[src/rtl/dbg_scan_port.sv]
module dbg_scan_port #(
  parameter int DW     = 32,
  parameter int CTRL_W = 6,
  parameter int STAT_W = 5,
  parameter int VC_W   = 8,
  parameter int CC_W   = 6,
  parameter int WCV_W  = 9,
  parameter int WCM_W  = 8
) (
  input  logic clk,
  input  logic rst_n,
  input  logic capture_dr,
  input  logic shift_dr,
  input  logic update_dr,
  input  logic tdi,
  output logic tdo,
  output logic monitor_en
);
  localparam int AW  = 5;
  localparam int SRW = DW + AW + 1;
  localparam logic [AW-1:0] PARK_ADDR = AW'(4);

  logic [SRW-1:0] sr;
  logic [AW-1:0]  lat;
  logic [DW-1:0]  ctl_q, stat_q, vc_q, cc_q, cd_q;
  logic [DW-1:0]  wp_q [2][6];
  logic [DW-1:0]  rd_data, wdat;

  wire [AW-1:0] sr_addr = sr[DW +: AW];
  wire          sr_dir  = sr[SRW-1];

  function automatic logic [DW-1:0] ones(input int w);
    logic [DW-1:0] m;
    for (int i = 0; i < DW; i++) m[i] = (i < w);
    return m;
  endfunction

  function automatic logic is_wp(input logic [AW-1:0] a);
    return (a[4:3] == 2'b01 || a[4:3] == 2'b10) && a[2:0] < 3'd6;
  endfunction

  function automatic logic [DW-1:0] wmask(input logic [AW-1:0] a);
    logic [DW-1:0] m;
    m = '0;
    case (a)
      5'd0: m = ones(CTRL_W);
      5'd1: m = ones(STAT_W);
      5'd2: m = ones(VC_W);
      5'd4: m = ones(CC_W);
      5'd5: m = ones(DW);
      default:
        if (is_wp(a)) begin
          if (a[2:0] == 3'd4)      m = ones(WCV_W);
          else if (a[2:0] == 3'd5) m = ones(WCM_W);
          else                     m = ones(DW);
        end
    endcase
    return m;
  endfunction

  function automatic logic mapped(input logic [AW-1:0] a);
    return wmask(a) != '0;
  endfunction

  assign wdat       = sr[DW-1:0] & wmask(sr_addr);
  assign tdo        = sr[0];
  assign monitor_en = ctl_q[4];

  always_comb begin
    case (lat)
      5'd0:    rd_data = ctl_q;
      5'd1:    rd_data = stat_q;
      5'd2:    rd_data = vc_q;
      5'd4:    rd_data = cc_q;
      5'd5:    rd_data = cd_q;
      default: rd_data = is_wp(lat) ? wp_q[lat[4]][lat[2:0]] : '0;
    endcase
  end

  always_ff @(posedge clk or negedge rst_n) begin
    if (!rst_n) begin
      sr     <= '0;
      lat    <= PARK_ADDR;
      ctl_q  <= '0;
      stat_q <= '0;
      vc_q   <= '0;
      cc_q   <= '0;
      cd_q   <= '0;
      for (int u = 0; u < 2; u++)
        for (int k = 0; k < 6; k++) wp_q[u][k] <= '0;
    end else begin
      if (capture_dr)    sr <= {{(AW+1){1'b0}}, rd_data};
      else if (shift_dr) sr <= {tdi, sr[SRW-1:1]};
      if (update_dr) begin
        lat <= sr_addr;
        if (sr_dir) begin
          case (sr_addr)
            5'd0: ctl_q  <= wdat;
            5'd1: stat_q <= wdat;
            5'd2: vc_q   <= wdat;
            5'd4: cc_q   <= wdat;
            5'd5: cd_q   <= wdat;
            default: if (is_wp(sr_addr)) wp_q[sr_addr[4]][sr_addr[2:0]] <= wdat;
          endcase
        end
      end
    end
  end

  assert_shift_R2: assert property (@(posedge clk) disable iff (!rst_n)
    shift_dr && !capture_dr |=> tdo == $past(sr[1]));

  assert_capture_hi_R4: assert property (@(posedge clk) disable iff (!rst_n)
    capture_dr |=> sr[SRW-1:DW] == '0);

  assert_read_still_R4: assert property (@(posedge clk) disable iff (!rst_n)
    update_dr && !sr_dir |=> $stable(ctl_q) && $stable(cd_q) && $stable(cc_q) && $stable(vc_q));

  assert_unmapped_R6: assert property (@(posedge clk) disable iff (!rst_n)
    update_dr && sr_dir && !mapped(sr_addr) |=>
      $stable(ctl_q) && $stable(stat_q) && $stable(cd_q) && $stable(wp_q[0][0]) && $stable(wp_q[1][5]));

  assert_monitor_R8: assert property (@(posedge clk) disable iff (!rst_n)
    update_dr && sr_dir && sr_addr == 5'd0 |=> monitor_en == $past(sr[4]));
endmodule

[config.mk]
export PLATFORM = sky130hd
export DESIGN_NAME = dbg_scan_port
export DESIGN_NICKNAME = d
export VERILOG_FILES = /design/src/rtl/dbg_scan_port.sv
export SDC_FILE = /design/constraint.sdc
export NUM_CORES = 1
export LEC_CHECK = 0
export ABC_CLOCK_PERIOD_IN_PS = 2600
export BUFFER_PORTS_ARGS = -buffer_cell sky130_fd_sc_hd__buf_2
export CAP_MARGIN = 20
export CORE_MARGIN = 2
export CORE_UTILIZATION = 26
export CTS_CLUSTER_DIAMETER = 60
export DETAILED_ROUTE_END_ITERATION = 7
export HOLD_SLACK_MARGIN = 0.1
export SLEW_MARGIN = 25
export SYNTH_ARGS = -nofsm -noshare
export SYNTH_HDL_FRONTEND = slang
export SYNTH_SLANG_ARGS = --single-unit
[constraint.sdc]
create_clock -name clk -period 2.6 [get_ports clk]
set_input_delay 0.26 -clock clk [delete_from_list [all_inputs] [get_ports clk]]
set_output_delay 0.26 -clock clk [all_outputs]
set_load 0.005 [all_outputs]
### After elaboration in Yosys (flattened, before gate mapping)

Index checks and enable logic that the tools add are counted.

* flip-flop bits (word level): 587
* input bits: 6
* output and inout port bits: 2
* logic and storage cells: 83

* $lt $le $gt $ge: 8
* equal/unequal tests: 14
* multiplexer cells: 19
* bitwise operators: 6
* reductions and logical operators: 17

Operators by type and width (number)
* 2-to-1 mux 192 bit: 4
* bitwise mux 384 bit: 1
* 2-to-1 mux 32 bit: 7
* demux 192 bit (select 1 bit): 1
* one-hot mux 32 bit (5 select lines): 1
* one-hot mux 32 bit (4 select lines): 1
* binary-select mux 32 bit (select 3 bit): 1
* demux 32 bit (select 3 bit): 1
* 2-to-1 mux 38 bit: 2
* AND 32 bit: 1
* equality test 5 x 3 -> 1 bit, second input constant: 4
* AND reduction 3 bit: 5
* equality test 5 x 1 -> 1 bit, second input constant: 2
* equality test 5 x 2 -> 1 bit, second input constant: 2
* logical NOT 5 bit: 2
* greater-or-equal comparator 4 bit, second input constant: 2
* inverter 3 -> 4 bit: 2
* equality test 3 bit, second input constant: 2
* < comparator 3 bit, second input constant: 2
* OR reduction 5 bit: 1
* equality test 2 x 1 -> 1 bit, second input constant: 2
* equality test 2 bit, second input constant: 2
* greater-or-equal comparator 2 bit, second input constant: 2
* logical AND 1 bit: 4
* 8 further kinds: 10

### Depth between registers and ports, before layout

* depth after elaboration: 10
* mapped depth: 7
* mapped depth without buffers: 4

### Least setup slack after synthesis

No wires, ideal clock.

* kind: flip-flop to flip-flop
* start point: register lat[1]
* end point: register sr[14]
* setup time: 0.128 ns
* data arrival time: 1.791 ns
* data required time: 2.472 ns
* setup slack: 0.681 ns
* cell stages (with the launch flop): 8
* buffers on the path: 3
* period minus slack after synthesis: 1.919 ns
* cell sequence: dfrtp_1 -> buf_2 -> buf_2 -> clkbuf_1 -> mux4_2 -> mux2_2 -> o2111ai_1 -> o21ai_1

* longest elaborated chain between the ends: 7
* elaborated cells on any way between the ends: 14
* classes of those cells: 1 x order compare; 4 x eq/ne; 6 x mux; 1 x bitwise; 2 x reduce/logical

RTL lines
* start, declared: line 24 `logic [AW-1:0] lat;`
* start signal, assigned: line 95 `lat <= sr_addr;`
* inverter 3 -> 4 bit (not written as such): line 76 `default: rd_data = is_wp(lat) ? wp_q[lat[4]][lat[2:0]] : '0;`
* binary-select mux 32 bit (select 3 bit): line 76
* 2-to-1 mux 32 bit (not written as such) (2 in a row): line 76
* 2-to-1 mux 32 bit: line 76
* one-hot mux 32 bit (5 select lines) *: line 70 `case (lat)`
* 2-to-1 mux 38 bit *: line 92 `if (capture_dr) sr <= {{(AW+1){1'b0}}, rd_data};`
* end signal, assigned: line 92
* end signal, assigned: line 93 `else if (shift_dr) sr <= {tdi, sr[SRW-1:1]};`
* end, declared: line 23 `logic [SRW-1:0] sr;`

Every way passes the cells marked *; elsewhere a longest branch is shown, timed or not. The select of a mux whose other input is x is not followed.
A chain may end at the register's enable or synchronous reset.

### Worst setup path in the final report

* start point: register lat[2]
* end point: register sr[14]

The elaborated chain is that of the path after synthesis.

==> qor.csv <==
stage,metric,value,unit
routing,first_pass_iters,5,
routing,vias_per_cell,4.76,
global_routing,overflow,0,
placed_design,finalWeightedCongestion,0.804,
setup_path,path_max_fanout,24,
floorplanning,num_rows,114,
sta,finClkSkew,0.0303,ns
routing,wl_per_cell,19.0,microns
synth,ys_ff_latch,587,
routing,drt_iter0_markers,1262,
floorplanning,coreArea,97000,sq um
sta,period_share,0.934,
floorplanning,dieHeight,317,microns
synth,synth_cell_types,55,
synth,synth-async-reset-ratio,1.00,
synth,synth_top_cell_by_area,dfrtp_1,
power,comb_power_share,0.041,
synth,yosys-top-cells-area,"dfrtp_1 57%, o21ai_0 6.1%, mux4_2 5.5%",
sta,rsz0062_at_grt,false,
synth,ys_seq_area_frac,0.575,
synth,synth_common_cells,"586 x dfrtp_1, 359 x nand2_1, 312 x o21ai_0",
clock_network,clockRootBuffer,clkbuf_16,
setup_path,crit_arrival,2.88,ns
synth,synthFlopType,dfrtp_1,
routing,met3WireLength,3330,microns
status,outcome,completed,
routing,vias,17100,
clock_network,htreeDepth,3,
setup_path,cp-end-kind,register,
layout,stdcell_count,3600,
setup_path,start_kind,register,
synth,syn_nets,2285,
floorplanning,die_w,317,microns
placed_design,portBuffers,7,
clock_network,clock_path_buffers,3,
global_routing,grt_first_pass_wirelength,108000,microns
sta,period_needed,2.43,ns
sta,maxSlewViolCount,0,
power,power.internal,15300,uW
clock_network,clk_pin_slew,0.06,ns
synth,yosysWarnings,0,
power,power.density,663,nW/um^2
clock_network,cts.sinks,587,
clock_network,tritoncts,built,
layout,fillCellCount,9859,
sta,tightestPinTransition,0.952,ns
layout,syn_to_final_growth,16.9,%
power,pwr-share-clk,0.488,
placed_design,dp.cells,3479,
sta,setup_tns,0,ns
synth,synth_edf_count,0,
layout,multi_input_area,10100,sq um
synth,yosysTopAreaCellShare,0.574,
worst_hold_path,hp-class,primary input to async pin,
sta,hold_slack,0.211,ns
global_routing,antenna_found_initial,2,
power,switchingPower,4490,uW
clock_network,post_cts_buffers,0,
clock_network,clock_latency,0.61,ns
setup_path,r2r_slack,0.17,ns
global_routing,grt_pass1_vias,17500,
power,ir_worst_vdd,477,uV
power,seqPwrFrac,0.471,
synth,yosysMostFrequentCell,dfrtp_1,
sta,clock.fmax,0.412,GHz
sta,worst_slack,0.170,ns
power,leakagePower,0.0133,uW
routing,drc,0,
setup_path,crit_type,register to register,
global_routing,grt_util_all_layers,0.137,
power,sw_frac_of_total,0.227,
placed_design,preCtsSetupSlack,0.215,ns
layout,nets,2280,
synth,synthesis.area,25500,sq um
floorplanning,ios,8,
clock_network,post_cts_resized,0,
routing,wirelength,68300,microns
setup_path,required,3.05,ns
layout,regArea,14700,sq um
sta,setup_viol,0,
routing,wl_met2,30600,microns
synth,syn_avg_cell_area,11.2,sq um
floorplanning,start_util,0.263,
job,maxCapViolCount,0,
synth,synthCells,2279,
routing,ant_nets,0,
clock_network,numCtsBuffers,66,
global_routing,grt_max_degree,87,
placed_design,hpwl,42600,microns
layout,drive_above_1_share,0.162,
sta,finalHoldViolCount,0,
routing,routed.top_layer,met5,
routing,met1Wirelength,32300,microns
floorplanning,dieArea,101000,sq um
sta,relSlewSlack,0.365,
power,p_total,19800,uW
## critical path: stages (launching register included)
cell and delay [ns]:
dfstp_4 0.80, nor2_2 0.25, buf_4 0.25, and3_1 0.17
nor4_1 0.65, o21ai_1 0.16
## sequential cells by signal (all words and copies together), names as in the netlist
| signal | flops |
|---|---|
| sr | 38 |
| stat_q | 32 |
| ctl_q | 32 |
| cd_q | 32 |
| wp_q | 384 |
| lat | 5 |
| cc_q | 32 |
| vc_q | 32 |
## metal layers
metal  global-route usage  vias to the layer above
met2                0.208                      368
met4               0.0466                        2
met3               0.0242                      111
met1                0.195                     8662
li1                     -                     8002
met5                    0                        -
## timing repair
item / 4_1_cts / 5_1_grt
hold endpoints to repair: 185 / 0
hold buffers: 3 / 0
setup endpoints to repair: 0 / 0
## path summary, 6_finish.rpt
kind	cells past startpoint	from	endpoint
setup / recovery	5	lat[2]	sr[14]
hold / removal	2	rst_n	sr[16]
setup reg to reg	5	lat[2]	sr[14]
hold reg to reg	2	wp_q[124]	wp_q[124]
max in group asynchronous	4	rst_n	sr[11]
min in group clk	3	capture_dr	sr[5]
## power groups by stage
stage / Combinational (uW) / Sequential, uW / Clock [uW]
3_3_place_gp: 816 / 9480 / 0
2_1_floorplan: 374 / 9430 / 0
6_report: 813 / 9310 / 9660
5_1_grt: 908 / 9310 / 10200
4_1_cts: 828 / 9310 / 9860
3_5_place_dp: 822 / 9470 / 0
## cells by family after synthesis
family | Yosys count | share of synthesized area
simple gates | 785 | 0.158
xor+xnor | 1 | 0.000637
compound gates | 512 | 0.118
flops | 587 | 0.575
buf+inv | 191 | 0.0337
mux | 203 | 0.114
## final cells by class
class,count,share of cell area
timing repair buffer,117,0.0416
inverter,1,0.000126
clock inverter,21,0.0110
tap,1276,0.0535
clock buffer,96,0.0639
antenna,1,0.0000838
multi-input combinational,1501,0.338
sequential,587,0.492
## metrics by stage
step / area, sq um / util
after detailed placement: 27600 / 0.284
after floorplan: 25500 / -
after global placement: 27600 / 0.284
after global routing: 29900 / 0.308
final: 29900 / 0.308
after CTS: 29900 / 0.308
## cells in the final DEF, fill, tap and decap left out, types with 46 or more instances in the layout
| cell type | n |
|---|---|
| mux4_2 | 62 |
| buf_4 | 78 |
| and3_1 | 86 |
| dfrtp_1 | 583 |
| nand2_1 | 359 |
| o21ai_0 | 312 |
| o21ai_1 | 46 |
| mux2i_1 | 80 |
| mux2_2 | 58 |
| and2_1 | 214 |
| clkbuf_16 | 69 |
Power figures use the tool's default switching activity.
